### config.mk
export PLATFORM = sky130hd
export DESIGN_NAME = pw_top
export DESIGN_NICKNAME = d
export VERILOG_FILES = /design/src/rtl/pw_pkg.sv /design/src/rtl/pw_entry_addr.sv /design/src/rtl/pw_perm_check.sv /design/src/rtl/pw_fault_code.sv /design/src/rtl/pw_top.sv
export SDC_FILE = /design/constraint.sdc
export NUM_CORES = 1
export LEC_CHECK = 0
export ABC_AREA = 0
export BUFFER_PORTS_ARGS = -buffer_cell sky130_fd_sc_hd__buf_2
export CORE_UTILIZATION = 50
export DETAILED_ROUTE_END_ITERATION = 10
export PLACE_DENSITY = 0.88
export SETUP_SLACK_MARGIN = 0.5
export SYNTH_ARGS = -nofsm -noshare
export SYNTH_HDL_FRONTEND = slang
export SYNTH_SLANG_ARGS = --single-unit
### constraint.sdc
create_clock -name clk -period 2.6 [get_ports clk]
set_input_delay 0.39 -clock clk [delete_from_list [all_inputs] [get_ports clk]]
set_output_delay 0.39 -clock clk [all_outputs]
set_load 0.005 [all_outputs]
### src/rtl/pw_pkg.sv
package pw_pkg;

    typedef enum logic [2:0] {
        ST_IDLE,
        ST_READ_DIR,
        ST_CHECK_DIR,
        ST_READ_TBL,
        ST_CHECK_TBL,
        ST_DONE
    } pw_state_e;

    // control field shared by directory and table entries
    localparam int CTL_W        = 3;
    localparam int BIT_PRESENT  = 0;
    localparam int BIT_WRITABLE = 1;
    localparam int BIT_USER     = 2;

    // fault reason code layout
    localparam int CODE_W       = 3;
    localparam int FC_PROT      = 0;
    localparam int FC_WRITE     = 1;
    localparam int FC_USER      = 2;

    // privilege level that the page bits restrict
    localparam logic [1:0] LEAST_PRIV = 2'd3;

endpackage

### src/rtl/pw_entry_addr.sv
module pw_entry_addr #(
    parameter int ADDR_W      = 32,
    parameter int OFF_W       = 12,
    parameter int IDX_W       = 10,
    parameter int ENTRY_BYTES = 4
) (
    input  logic [ADDR_W-OFF_W-1:0] frame,
    input  logic [IDX_W-1:0]        index,
    output logic [ADDR_W-1:0]       addr
);
    localparam int SHIFT = $clog2(ENTRY_BYTES);

    logic [ADDR_W-1:0] base_bytes;
    logic [ADDR_W-1:0] offset_bytes;

    assign base_bytes   = {frame, {OFF_W{1'b0}}};
    assign offset_bytes = ADDR_W'({index, {SHIFT{1'b0}}});
    assign addr         = base_bytes + offset_bytes;
endmodule

### src/rtl/pw_perm_check.sv
module pw_perm_check
    import pw_pkg::*;
(
    input  logic [CTL_W-1:0] dir_ctl,
    input  logic [CTL_W-1:0] tbl_ctl,
    input  logic             is_user,
    input  logic             is_write,
    output logic             dir_missing,
    output logic             tbl_missing,
    output logic             prot_deny
);
    logic user_ok;
    logic write_ok;

    assign dir_missing = ~dir_ctl[BIT_PRESENT];
    assign tbl_missing = ~tbl_ctl[BIT_PRESENT];

    // the tighter of the two levels wins
    assign user_ok  = dir_ctl[BIT_USER] & tbl_ctl[BIT_USER];
    assign write_ok = dir_ctl[BIT_WRITABLE] & tbl_ctl[BIT_WRITABLE];

    // writable bit only matters once user access is granted
    assign prot_deny = is_user & (~user_ok | (is_write & ~write_ok));
endmodule

### src/rtl/pw_fault_code.sv
module pw_fault_code
    import pw_pkg::*;
(
    input  logic              is_prot,
    input  logic              is_write,
    input  logic              is_user,
    output logic [CODE_W-1:0] code
);
    always_comb begin
        code           = '0;
        code[FC_PROT]  = is_prot;
        code[FC_WRITE] = is_write;
        code[FC_USER]  = is_user;
    end
endmodule

### src/rtl/pw_top.sv
module pw_top
    import pw_pkg::*;
#(
    parameter int ADDR_W      = 32,
    parameter int IDX_W       = 10,
    parameter int OFF_W       = 12,
    parameter int ENTRY_BYTES = 4
) (
    input  logic              clk,
    input  logic              rst,
    input  logic              cfg_base_we,
    input  logic [ADDR_W-1:0] cfg_base_wdata,
    input  logic              req_valid,
    output logic              req_ready,
    input  logic [ADDR_W-1:0] req_vaddr,
    input  logic              req_write,
    input  logic [1:0]        req_cpl,
    output logic              mem_rd_req,
    output logic [ADDR_W-1:0] mem_rd_addr,
    input  logic              mem_rd_valid,
    input  logic [ADDR_W-1:0] mem_rd_data,
    output logic              rsp_done,
    output logic              rsp_fault,
    output logic [ADDR_W-1:0] rsp_paddr,
    output logic [2:0]        rsp_code
);
    localparam int FRAME_W  = ADDR_W - OFF_W;
    localparam int DIR_LO   = OFF_W + IDX_W;
    localparam int TBL_LO   = OFF_W;

    typedef struct packed {
        pw_state_e          st;
        logic [FRAME_W-1:0] base_frame;
        logic [ADDR_W-1:0]  va;
        logic               wr;
        logic               usr;
        logic [FRAME_W-1:0] tbl_frame;
        logic [CTL_W-1:0]   dir_ctl;
        logic [FRAME_W-1:0] pg_frame;
        logic [CTL_W-1:0]   pg_ctl;
        logic               done;
        logic               fault;
        logic [ADDR_W-1:0]  pa;
        logic [CODE_W-1:0]  code;
    } walk_s;

    walk_s q, d;

    logic [ADDR_W-1:0] dir_entry_addr;
    logic [ADDR_W-1:0] tbl_entry_addr;
    logic              dir_missing;
    logic              tbl_missing;
    logic              prot_deny;
    logic [CODE_W-1:0] np_code;
    logic [CODE_W-1:0] prot_code;
    logic              unused_bits;

    assign unused_bits = ^{cfg_base_wdata[OFF_W-1:0], mem_rd_data[OFF_W-1:CTL_W]};

    pw_entry_addr #(
        .ADDR_W(ADDR_W), .OFF_W(OFF_W), .IDX_W(IDX_W), .ENTRY_BYTES(ENTRY_BYTES)
    ) u_dir_addr (
        .frame(q.base_frame),
        .index(q.va[DIR_LO +: IDX_W]),
        .addr (dir_entry_addr)
    );

    pw_entry_addr #(
        .ADDR_W(ADDR_W), .OFF_W(OFF_W), .IDX_W(IDX_W), .ENTRY_BYTES(ENTRY_BYTES)
    ) u_tbl_addr (
        .frame(q.tbl_frame),
        .index(q.va[TBL_LO +: IDX_W]),
        .addr (tbl_entry_addr)
    );

    pw_perm_check u_perm (
        .dir_ctl    (q.dir_ctl),
        .tbl_ctl    (q.pg_ctl),
        .is_user    (q.usr),
        .is_write   (q.wr),
        .dir_missing(dir_missing),
        .tbl_missing(tbl_missing),
        .prot_deny  (prot_deny)
    );

    pw_fault_code u_np_code (
        .is_prot (1'b0),
        .is_write(q.wr),
        .is_user (q.usr),
        .code    (np_code)
    );

    pw_fault_code u_prot_code (
        .is_prot (1'b1),
        .is_write(q.wr),
        .is_user (q.usr),
        .code    (prot_code)
    );

    always_comb begin
        d      = q;
        d.done = 1'b0;
        if (cfg_base_we) begin
            d.base_frame = cfg_base_wdata[ADDR_W-1:OFF_W];
        end
        unique case (q.st)
            ST_IDLE: begin
                if (req_valid) begin
                    d.va  = req_vaddr;
                    d.wr  = req_write;
                    d.usr = (req_cpl == LEAST_PRIV);
                    d.st  = ST_READ_DIR;
                end
            end
            ST_READ_DIR: begin
                if (mem_rd_valid) begin
                    d.tbl_frame = mem_rd_data[ADDR_W-1:OFF_W];
                    d.dir_ctl   = mem_rd_data[CTL_W-1:0];
                    d.st        = ST_CHECK_DIR;
                end
            end
            ST_CHECK_DIR: begin
                if (dir_missing) begin
                    d.st    = ST_DONE;
                    d.done  = 1'b1;
                    d.fault = 1'b1;
                    d.code  = np_code;
                    d.pa    = '0;
                end else begin
                    d.st = ST_READ_TBL;
                end
            end
            ST_READ_TBL: begin
                if (mem_rd_valid) begin
                    d.pg_frame = mem_rd_data[ADDR_W-1:OFF_W];
                    d.pg_ctl   = mem_rd_data[CTL_W-1:0];
                    d.st       = ST_CHECK_TBL;
                end
            end
            ST_CHECK_TBL: begin
                d.st   = ST_DONE;
                d.done = 1'b1;
                if (tbl_missing) begin
                    d.fault = 1'b1;
                    d.code  = np_code;
                    d.pa    = '0;
                end else if (prot_deny) begin
                    d.fault = 1'b1;
                    d.code  = prot_code;
                    d.pa    = '0;
                end else begin
                    d.fault = 1'b0;
                    d.code  = '0;
                    d.pa    = {q.pg_frame, q.va[OFF_W-1:0]};
                end
            end
            ST_DONE: begin
                d.st = ST_IDLE;
            end
            default: begin
                d.st = ST_IDLE;
            end
        endcase
    end

    always_ff @(posedge clk) begin
        if (rst) begin
            q <= '0;
        end else begin
            q <= d;
        end
    end

    assign req_ready   = (q.st == ST_IDLE);
    assign mem_rd_req  = (q.st == ST_READ_DIR) || (q.st == ST_READ_TBL);
    assign mem_rd_addr = (q.st == ST_READ_TBL) ? tbl_entry_addr : dir_entry_addr;
    assign rsp_done    = q.done;
    assign rsp_fault   = q.fault;
    assign rsp_paddr   = q.pa;
    assign rsp_code    = q.code;
endmodule

==> results.toml, run 1 <==
[sta]
hold_ws_ns = 0.109
slew_headroom_pct = 25.9
fin_crit_sh_pct = 84.8
fin_crit_ns = 2.21
tightestPinTransition_ns = 1.11
hold_violations = 0
rsz0062_at_grt = "yes"
setup_viol = 0
fmax_mhz = 453
final-max-slew-violation-count = 0
fin_worst_skew_ns = 0.00995
setup-tns-final_ns = 0

[route]
detail_route.vias_per_cell = 5.29
wirelength_um = 13500
drtIter0Drc = 362
route.detailed.drc = 0
firstDrtPassIters = 5
num_vias = 4567
wl_per_cell_um = 15.6
antenna_left = 0

[clock_network]
numCtsBuffers = 17
clockBufferDepth = 2
tritoncts = "done"
worstSkewPairLatency_ns = 0.52
path_clk_slew_ns = 0.06
cts-root-buf = "clkbuf_8"
htree_levels = 4
clock_sinks = 140

[finish]
fillCellCount = 838
nNetsFinal = 821
n_antenna_cell = 0
layout-drive-gt1-share_pct = 33.2
syn_to_final_growth_pct = 23.3
multiInputGateArea_um2 = 2210
seq_area_um2 = 2810

[synth]
synthAdderAreaFrac_pct = 0
syn_inst = 608
netlist.area_leader.share_pct = 51.1
synth_edf_count = 0
ys_ff_latch = 140
synth_most_common_cell = "nand2_1"
synth_largest_area_cell = "dfxtp_1"
synth-async-reset-ratio_pct = 0
synthSimpleGateAreaFrac_pct = 15.4
syn_avg_cell_area_um2 = 9.03
synth_top_family_by_area = "simple AND/OR/NAND/NOR gates"
synth_area_leaders = "dfxtp_1, nand2_1, a21oi_1, mux2_2, a22o_1"
synth_area_um2 = 5490
synth_mux_area_share_pct = 10.2
synthXorXnorAreaFrac_pct = 0
yosys.cell_types.count = 34
synth_common_cells = "nand2_1, dfxtp_1, a21oi_1"
ys.flop_type = "dfxtp_1"
synth_compound_area_share_pct = 14.1
ys_warn_count = 0
ys_seq_area_share_pct = 51.1

[setup_path]
worstSetupStartpointType = "register"
startpoint = "q[138]$_SDFFE_PP0P_"
crit_family = "buffers and inverters"
timing.rr.end = "q[62]$_SDFFE_PP0P_"
cp_cell_sequence = "nor2b_4, nand2_4, buf_6, buf_12, mux2_2, buf_2"
path_depth = 6
cp-endpoint = "mem_rd_addr[22]"
slowest_delay_ns = 0.35
crit_arrival_ns = 1.82
critPathKind = "register to primary output"
slowest_stage = "mux2_2"
cp-end-kind = "primary output"
rr_startpoint = "q[137]$_SDFFE_PP0P_"
timing.critical_path.buf_inv = 3
reg2regPathDepth = 4
cp_max_fo = 7
worstPathRequired_ns = 2.21
ff2ff_setup_slack_ns = 0.82

[global_route]
grt_pass1_wl_um = 21300
grt_overflow = 0
grt_start_max_net_pins = 110
grtUsageTotal_pct = 24.2
antenna_found_initial = 1
grt_pass1_vias = 4456

[job]
cap_violations = 0

[place]
dp_hpwl_um = 8610
gp_congestion = 0.831
port_buffers = 151

[outcome]
status = "finished clean"

[floorplan]
num_io_pins = 175
die_area_um2 = 11400
die_y_um = 107
start_util_pct = 52.5
core_area_um2 = 10500
num_rows = 37
chipWidth_um = 107

[power_and_ir_drop]
power_mw = 5.01
vdd_drop_max_mv = 0.353
p_per_area_nw_per_um2 = 740
power.leakage_nw = 3.01

[min_path]
hold_depth = 3
min_path_type = "input port to register"
## report_power, final
| group | total [mW] | switching (mW) | internal (mW) |
|---|---|---|---|
| clock network | 2.32 | 0.879 | 1.44 |
| registers | 2.27 | 0.0475 | 2.23 |
| logic | 0.415 | 0.231 | 0.185 |
## stage by stage
| step | worst slack [ns] | std cells | util (%) | instance area, µm² |
|---|---|---|---|---|
| CTS | 0.391 | 862 | 64.4 | 6740 |
| detailed placement | 0.442 | 822 | 57.4 | 6000 |
| global route | 0.345 | 864 | 64.7 | 6770 |
| floorplan | 0.977 | 609 | - | 5490 |
| finish | 0.395 | 864 | 64.7 | 6770 |
| global placement | 0.507 | 822 | 57.4 | 6000 |
## layout by cell type, fill, tap and decap left out, types with 3 or more instances in the layout
master     instances
nor2_1            23
a21oi_1           82
buf_16             3
dfxtp_1          137
nand3b_1           3
buf_4             12
nand2_1          163
bufinv_16          3
buf_2            149
mux2_2            31
a22o_1            32
clkbuf_16         16
buf_6              5
inv_1              3
dfxtp_4            3
mux2i_1           21
clkinv_2           6
## what timing repair did
item | in CTS | in global routing
hold buffers | 0 | 0
endpoints found under the setup margin | 62 | 30
cloned | 3 | 0
setup buffers | 7 | 2
gates resized for setup | 13 | 6
## state kept, by name, summed over array words and instances, names as in the netlist
| register | count |
|---|---|
| q | 103 |
| rsp_paddr | 32 |
| rsp_code | 3 |
| rsp_done | 1 |
| rsp_fault | 1 |
## layer usage
layer	track usage [%]	up-vias	part of all wire, %
met2	41.2	178	49
met1	28.2	2150	42
li1	-	2223	-
met3	7.42	16	7.3
met4	9.59	0	1.2
met5	0	-	0
## worst reg2reg max path: cells and delay by family (launching register included)
kind	cells	cell delay (ns)
and+or+nand+nor	3	1.06
DFF	1	0.46
AOI/OAI and AO/OA	1	0.09
## cell families (layout without fill, tap and decap cells)
| kind of cell | Yosys count | after routing |
|---|---|---|
| buf+inv | 84 | 203 |
| simple gates | 207 | 207 |
| other cells | 1 | 2 |
| compound gates | 124 | 124 |
| mux | 52 | 52 |
| flops | 140 | 140 |
## worst min path at each step
stage | from | end | slack (ns)
4_1_cts | cfg_base_wdata[28] | q[133]$_SDFFE_PP0P_ | 0.08
5_1_grt | req_vaddr[21] | q[106]$_SDFFE_PP0P_ | 0.09
2_1_floorplan | q[107]$_SDFFE_PP0P_ | q[107]$_SDFFE_PP0P_ | 0.43
3_5_place_dp | q[102]$_SDFFE_PP0P_ | q[102]$_SDFFE_PP0P_ | 0.44
6_report | req_vaddr[20] | q[105]$_SDFFE_PP0P_ | 0.11
3_3_place_gp | q[109]$_SDFFE_PP0P_ | q[109]$_SDFFE_PP0P_ | 0.44
## cell type report
cell class / count / area share [%]
clock inverter: 13 / 2.26
sequential: 140 / 41.6
tap: 136 / 2.51
inverter: 3 / 0.166
clock buffer: 17 / 6.12
multi-input combinational: 385 / 32.7
timing repair buffer: 170 / 14.7
(Power assumes the default switching activity.)
==> inputs of run 2 (changes only) <==
CORE_UTILIZATION = 46   (was 50)
PLACE_DENSITY = 0.85   (was 0.88)
clock period = 1.8 ns   (was 2.6 ns; I/O delays follow)
==> run 2 against run 1 <==
The run now ends with design-rule violations, negative setup slack left. Final cell count is 6.0% higher. Clock skew hardly changed. Routed wire length is 40% higher. Clock power is 68% higher. Total power is 68% higher. Critical path type unchanged. Register-to-register slack worse by 0.80 ns. Die area is 8.5% higher. Worst setup slack worse by 0.50 ns.
==> results.toml, run 2 (same netlist as run 1, synthesis figures left out) <==
[outcome]
status = "finished with violations"
violations = "design-rule violations, negative setup slack"

[job]
cap_violations = 0

[floorplan]
num_io_pins = 175
die_area_um2 = 12400
chipWidth_um = 111
num_rows = 39
die_y_um = 111
start_util_pct = 47.7
core_area_um2 = 11500

[place]
placed_cells = 837
gp_congestion = 0.812
port_buffers = 151
dp_hpwl_um = 8310

[setup_path]
slowest_stage = "mux2_2"
cp-end-kind = "primary output"
timing.rr.end = "rsp_paddr[10]$_SDFFE_PP0P_"
ff2ff_setup_slack_ns = 0.02
critPathKind = "register to primary output"
rr_startpoint = "q[139]$_SDFFE_PP0P_"
worstSetupStartpointType = "register"
cp_cell_sequence = "nor2b_4, nand2_4, buf_12, mux2_2, buf_2"
cp_max_fo = 11
crit_family = "multiplexers"
slowest_delay_ns = 0.35
crit_arrival_ns = 1.64
timing.critical_path.buf_inv = 2
worstPathRequired_ns = 1.53
reg2regPathDepth = 7

[sta]
fin_crit_ns = 1.91
rsz0062_at_grt = "yes"
fin_worst_skew_ns = 0.00957
slew_headroom_pct = 55.1
fin_crit_sh_pct = 106
fmax_mhz = 525
final-max-slew-violation-count = 0
setup_ws_ns = -0.105
setup_viol = 30
tightestPinTransition_ns = 0.673
hold_violations = 0

[clock_network]
tritoncts = "done"
ctsHoldBuffers = 0
cts-root-buf = "clkbuf_16"
path_clk_slew_ns = 0.06
worstSkewPairLatency_ns = 0.42
clockBufferDepth = 2
htree_levels = 4
numCtsBuffers = 17
clock_sinks = 140

[route]
detail_route.vias_per_cell = 5.64
wirelength_um = 18800
wl_per_cell_um = 20.6
firstDrtPassIters = 10
antenna_left = 0
route.detailed.drc = 18
num_vias = 5170
drtIter0Drc = 424

[min_path]
min_path_type = "input port to register"
hold_depth = 3
min_from = "cfg_base_wdata[26]"
hold_end = "q[131]$_SDFFE_PP0P_"

[global_route]
grtUsageTotal_pct = 25.7
grt_pass1_wl_um = 24600
antenna_found_initial = 2
grt_start_max_net_pins = 108
grt_overflow = 0
grt_pass1_vias = 4867

[finish]
seq_area_um2 = 2810
fin_cells = 916
fillCellCount = 745
multiInputGateArea_um2 = 2930
largest_reg_flops = 103
final_cell_mix = "buf_2, dfxtp_1, nand2_1"
nNetsFinal = 863
layout-drive-gt1-share_pct = 53.9
largest-register = "q"
final_common_cell = "buf_2"
syn_to_final_growth_pct = 51.6

[power_and_ir_drop]
power_mw = 8.41
p_per_area_nw_per_um2 = 1010
vdd_drop_max_mv = 0.801
power.leakage_nw = 3.73
-- run 2: cell types whose count changed in the layout (fill, tap and decap cells not counted), sizes merged --
| cell | change |
|---|---|
| bufinv | +2 |
| clkbuf | +7 |
| diode | +1 |
| nor2 | +3 |
| clkinv | -2 |
| buf | +35 |
| clkinvlp | -1 |
-- run 2: repair_timing --
item | 4_1_cts | 5_1_grt
cloned | 14 | 6
resized for setup | 93 | 153
setup endpoints to repair | 150 | 151
pin swaps | 28 | 54
buffers inserted | 20 | 6
-- run 2: metrics by stage --
stage | hold slack [ns] | utilization [%] | area, µm² | setup slack, ns | setup TNS [ns]
global placement | 0.440 | 52.9 | 6090 | 0.0488 | 0
detailed placement | 0.445 | 52.9 | 6090 | 0.0507 | 0
global route | 0.0798 | 72.3 | 8320 | -0.155 | -3.89
CTS | 0.0726 | 65.5 | 7540 | -0.101 | -2.62
finish | 0.0886 | 72.3 | 8320 | -0.105 | -2.44
floorplan | 0.364 | - | 5530 | 0.296 | 0
-- run 2: worst max path at each step --
stage               cells after the start           startpoint  slack, ns                          to
CTS                                     5  q[138]$_SDFFE_PP0P_      -0.10              mem_rd_addr[9]
finish                                  5  q[138]$_SDFFE_PP0P_      -0.11              mem_rd_addr[5]
floorplan                               6  q[139]$_SDFFE_PP0P_       0.30  rsp_paddr[10]$_SDFFE_PP0P_
global route                            5  q[138]$_SDFFE_PP0P_      -0.16              mem_rd_addr[5]
detailed placement                      4  q[139]$_SDFFE_PP0P_       0.05  rsp_paddr[30]$_SDFFE_PP0P_
global placement                        5  q[139]$_SDFFE_PP0P_       0.05             mem_rd_addr[11]
-- run 2: worst min-delay path: cells and delay by family --
kind | cells | cell delay [ns]
buf+inv | 1 | 0.07
simple gates | 1 | 0.07
mux | 1 | 0.05
-- run 2: per-layer routing --
layer / global-route usage [%] / part of all wire [%] / vias to the layer above
li1: - / - / 2324
met1: 30.3 / 40 / 2524
met2: 41.5 / 48 / 254
met3: 8.91 / 7.3 / 66
met4: 12.7 / 4.0 / 2
met5: 0 / 0.069 / -
-- run 2: where the power goes --
group | total, mW | internal [mW] | switching (mW)
Combinational | 1.22 | 0.600 | 0.619
Sequential | 3.30 | 3.21 | 0.0874
Clock | 3.89 | 2.56 | 1.33
-- run 2: area by class of cell --
cell class / instances / area share (%)
antenna: 1 / 0.0301
clock buffer: 20 / 5.61
clock inverter: 12 / 2.30
inverter: 3 / 0.135
multi-input combinational: 388 / 35.2
sequential: 140 / 33.8
tap: 143 / 2.15
timing repair buffer: 209 / 20.8
==> inputs of run 3 (changes only) <==
CORE_ASPECT_RATIO = 1.4   (was default)
CORE_UTILIZATION = 50   (was 46)
PLACE_DENSITY = 0.88   (was 0.85)
clock period = 2.2 ns   (was 1.8 ns; I/O delays follow)
==> run 3 against run 2 <==
The run now ends clean. Largest power group unchanged. Sequential share of layout area rose by 7.3 points. Die area shrank 7.8%. Clock skew decreased by 0.0019 ns. First-iteration DRC count is 43% lower. Critical path depth unchanged. Via count down 10%. Non-clock buffer count down 39. Global-route usage fell by 1.1 points. Clock-buffer cell count unchanged. Routed wire length down 26%. Clock power shrank 22%.
==> results.toml, run 3 (same netlist as run 1, synthesis figures left out) <==
[outcome]
status = "finished clean"

[finish]
largest_reg_flops = 103
final_cell_mix = "nand2_1, buf_2, dfxtp_1"
layout-drive-gt1-share_pct = 33.7
nNetsFinal = 824
n_antenna_cell = 0
fin_cells = 870
final_common_cell = "nand2_1"
syn_to_final_growth_pct = 24.7
largest-register = "q"

[route]
wirelength_um = 13900
wl_per_cell_um = 16.0
num_vias = 4642
detail_route.vias_per_cell = 5.34
firstDrtPassIters = 5
antenna_left = 0
route.detailed.drc = 0
drtIter0Drc = 242

[place]
gp_congestion = 0.832
dp_hpwl_um = 9190
placed_cells = 829
dp_slack_ns = 0.289
port_buffers = 151

[power_and_ir_drop]
power.leakage_nw = 3.05
vdd_drop_max_mv = 0.579
p_per_area_nw_per_um2 = 910

[clock_network]
cts-root-buf = "clkbuf_16"
htree_levels = 4
ctsHoldBuffers = 0
numCtsBuffers = 17
clock_sinks = 140
tritoncts = "done"
path_clk_slew_ns = 0.06
worstSkewPairLatency_ns = 0.41
clockBufferDepth = 2

[sta]
slew_headroom_pct = 57.9
rsz0062_at_grt = "yes"
fin_crit_sh_pct = 89.0
fin_crit_ns = 1.96
tightestPinTransition_ns = 0.632
fin_worst_skew_ns = 0.00768
setup_ws_ns = 0.243
hold_violations = 0
setup_viol = 0
final-max-slew-violation-count = 0
setup-tns-final_ns = 0
fmax_mhz = 511

[setup_path]
slowest_stage = "mux2_2"
crit_arrival_ns = 1.63
worstPathRequired_ns = 1.87
worstSetupStartpointType = "register"
cp-end-kind = "primary output"
critPathKind = "register to primary output"
slowest_delay_ns = 0.35
cp_cell_sequence = "nor2b_4, nand2_4, buf_12, mux2_2, buf_2"
cp_max_fo = 11

[floorplan]
die_y_um = 126
num_io_pins = 175
die_area_um2 = 11400
start_util_pct = 52.2
num_rows = 44
core_area_um2 = 10500
chipWidth_um = 90.6

[min_path]
min_path_type = "input port to register"

[global_route]
grt_pass1_wl_um = 22100
grt_pass1_vias = 4698
grtUsageTotal_pct = 24.6
grt_start_max_net_pins = 65
grt_overflow = 0
antenna_found_initial = 0

[job]
cap_violations = 0
-- run 3: metrics by stage --
stage | power, mW | cell area (µm²) | util (%) | hold WS [ns]
2_1_floorplan | 3.02 | 5490 | - | 0.424
3_3_place_gp | 3.18 | 6030 | 57.3 | 0.440
3_5_place_dp | 3.21 | 6030 | 57.3 | 0.447
4_1_cts | 6.25 | 6780 | 64.5 | 0.144
5_1_grt | 6.45 | 6840 | 65.1 | 0.155
6_report | 6.23 | 6840 | 65.1 | 0.156
-- run 3: layout make-up --
class,instances,area (µm²)
inverter,3,11.3
multi-input combinational,388,2260
timing repair buffer,170,956
fill,827,3670
tap,138,173
clock inverter,11,165
sequential,140,2810
clock buffer,20,467
-- run 3: path summary, 6_finish.rpt --
kind                  startpoint                          to  slack, ns  cells after the start
max reg2reg  q[139]$_SDFFE_PP0P_  rsp_paddr[16]$_SDFFE_PP0P_       0.49                      5
min           cfg_base_wdata[26]         q[131]$_SDFFE_PP0P_       0.16                      3
max          q[138]$_SDFFE_PP0P_             mem_rd_addr[27]       0.24                      5
min reg2reg   q[59]$_SDFFE_PP0P_          q[59]$_SDFFE_PP0P_       0.46                      2
-- run 3: worst max-delay path, delay by kind of cell, from the launching register on --
family | cells | cell delay, ns
muxes | 1 | 0.35
DFF | 1 | 0.32
buffers and inverters | 2 | 0.29
and+or+nand+nor | 2 | 0.26
-- run 3: repair_timing --
item                                   in CTS  in global routing
setup endpoints to repair                  87                 76
buffers inserted                            3                  3
gates resized for setup                    16                 10
endpoints found under the hold margin       0                  0
gates cloned                                4                  0
pin swaps                                   4                  3
-- run 3: metal layers --
layer	track usage (%)	vias up	wire [µm]
met5	0	-	0
met4	10.2	0	312
met3	6.52	26	822
met2	45.5	176	7380
met1	26.1	2213	5400
li1	-	2227	-
-- run 3: where the power goes --
group / internal [mW] / switching, mW / leakage (nW) / total, mW
clock network: 1.98 / 1.05 / 0.312 / 3.03
registers: 2.63 / 0.0560 / 1.14 / 2.69
logic: 0.226 / 0.288 / 1.60 / 0.514
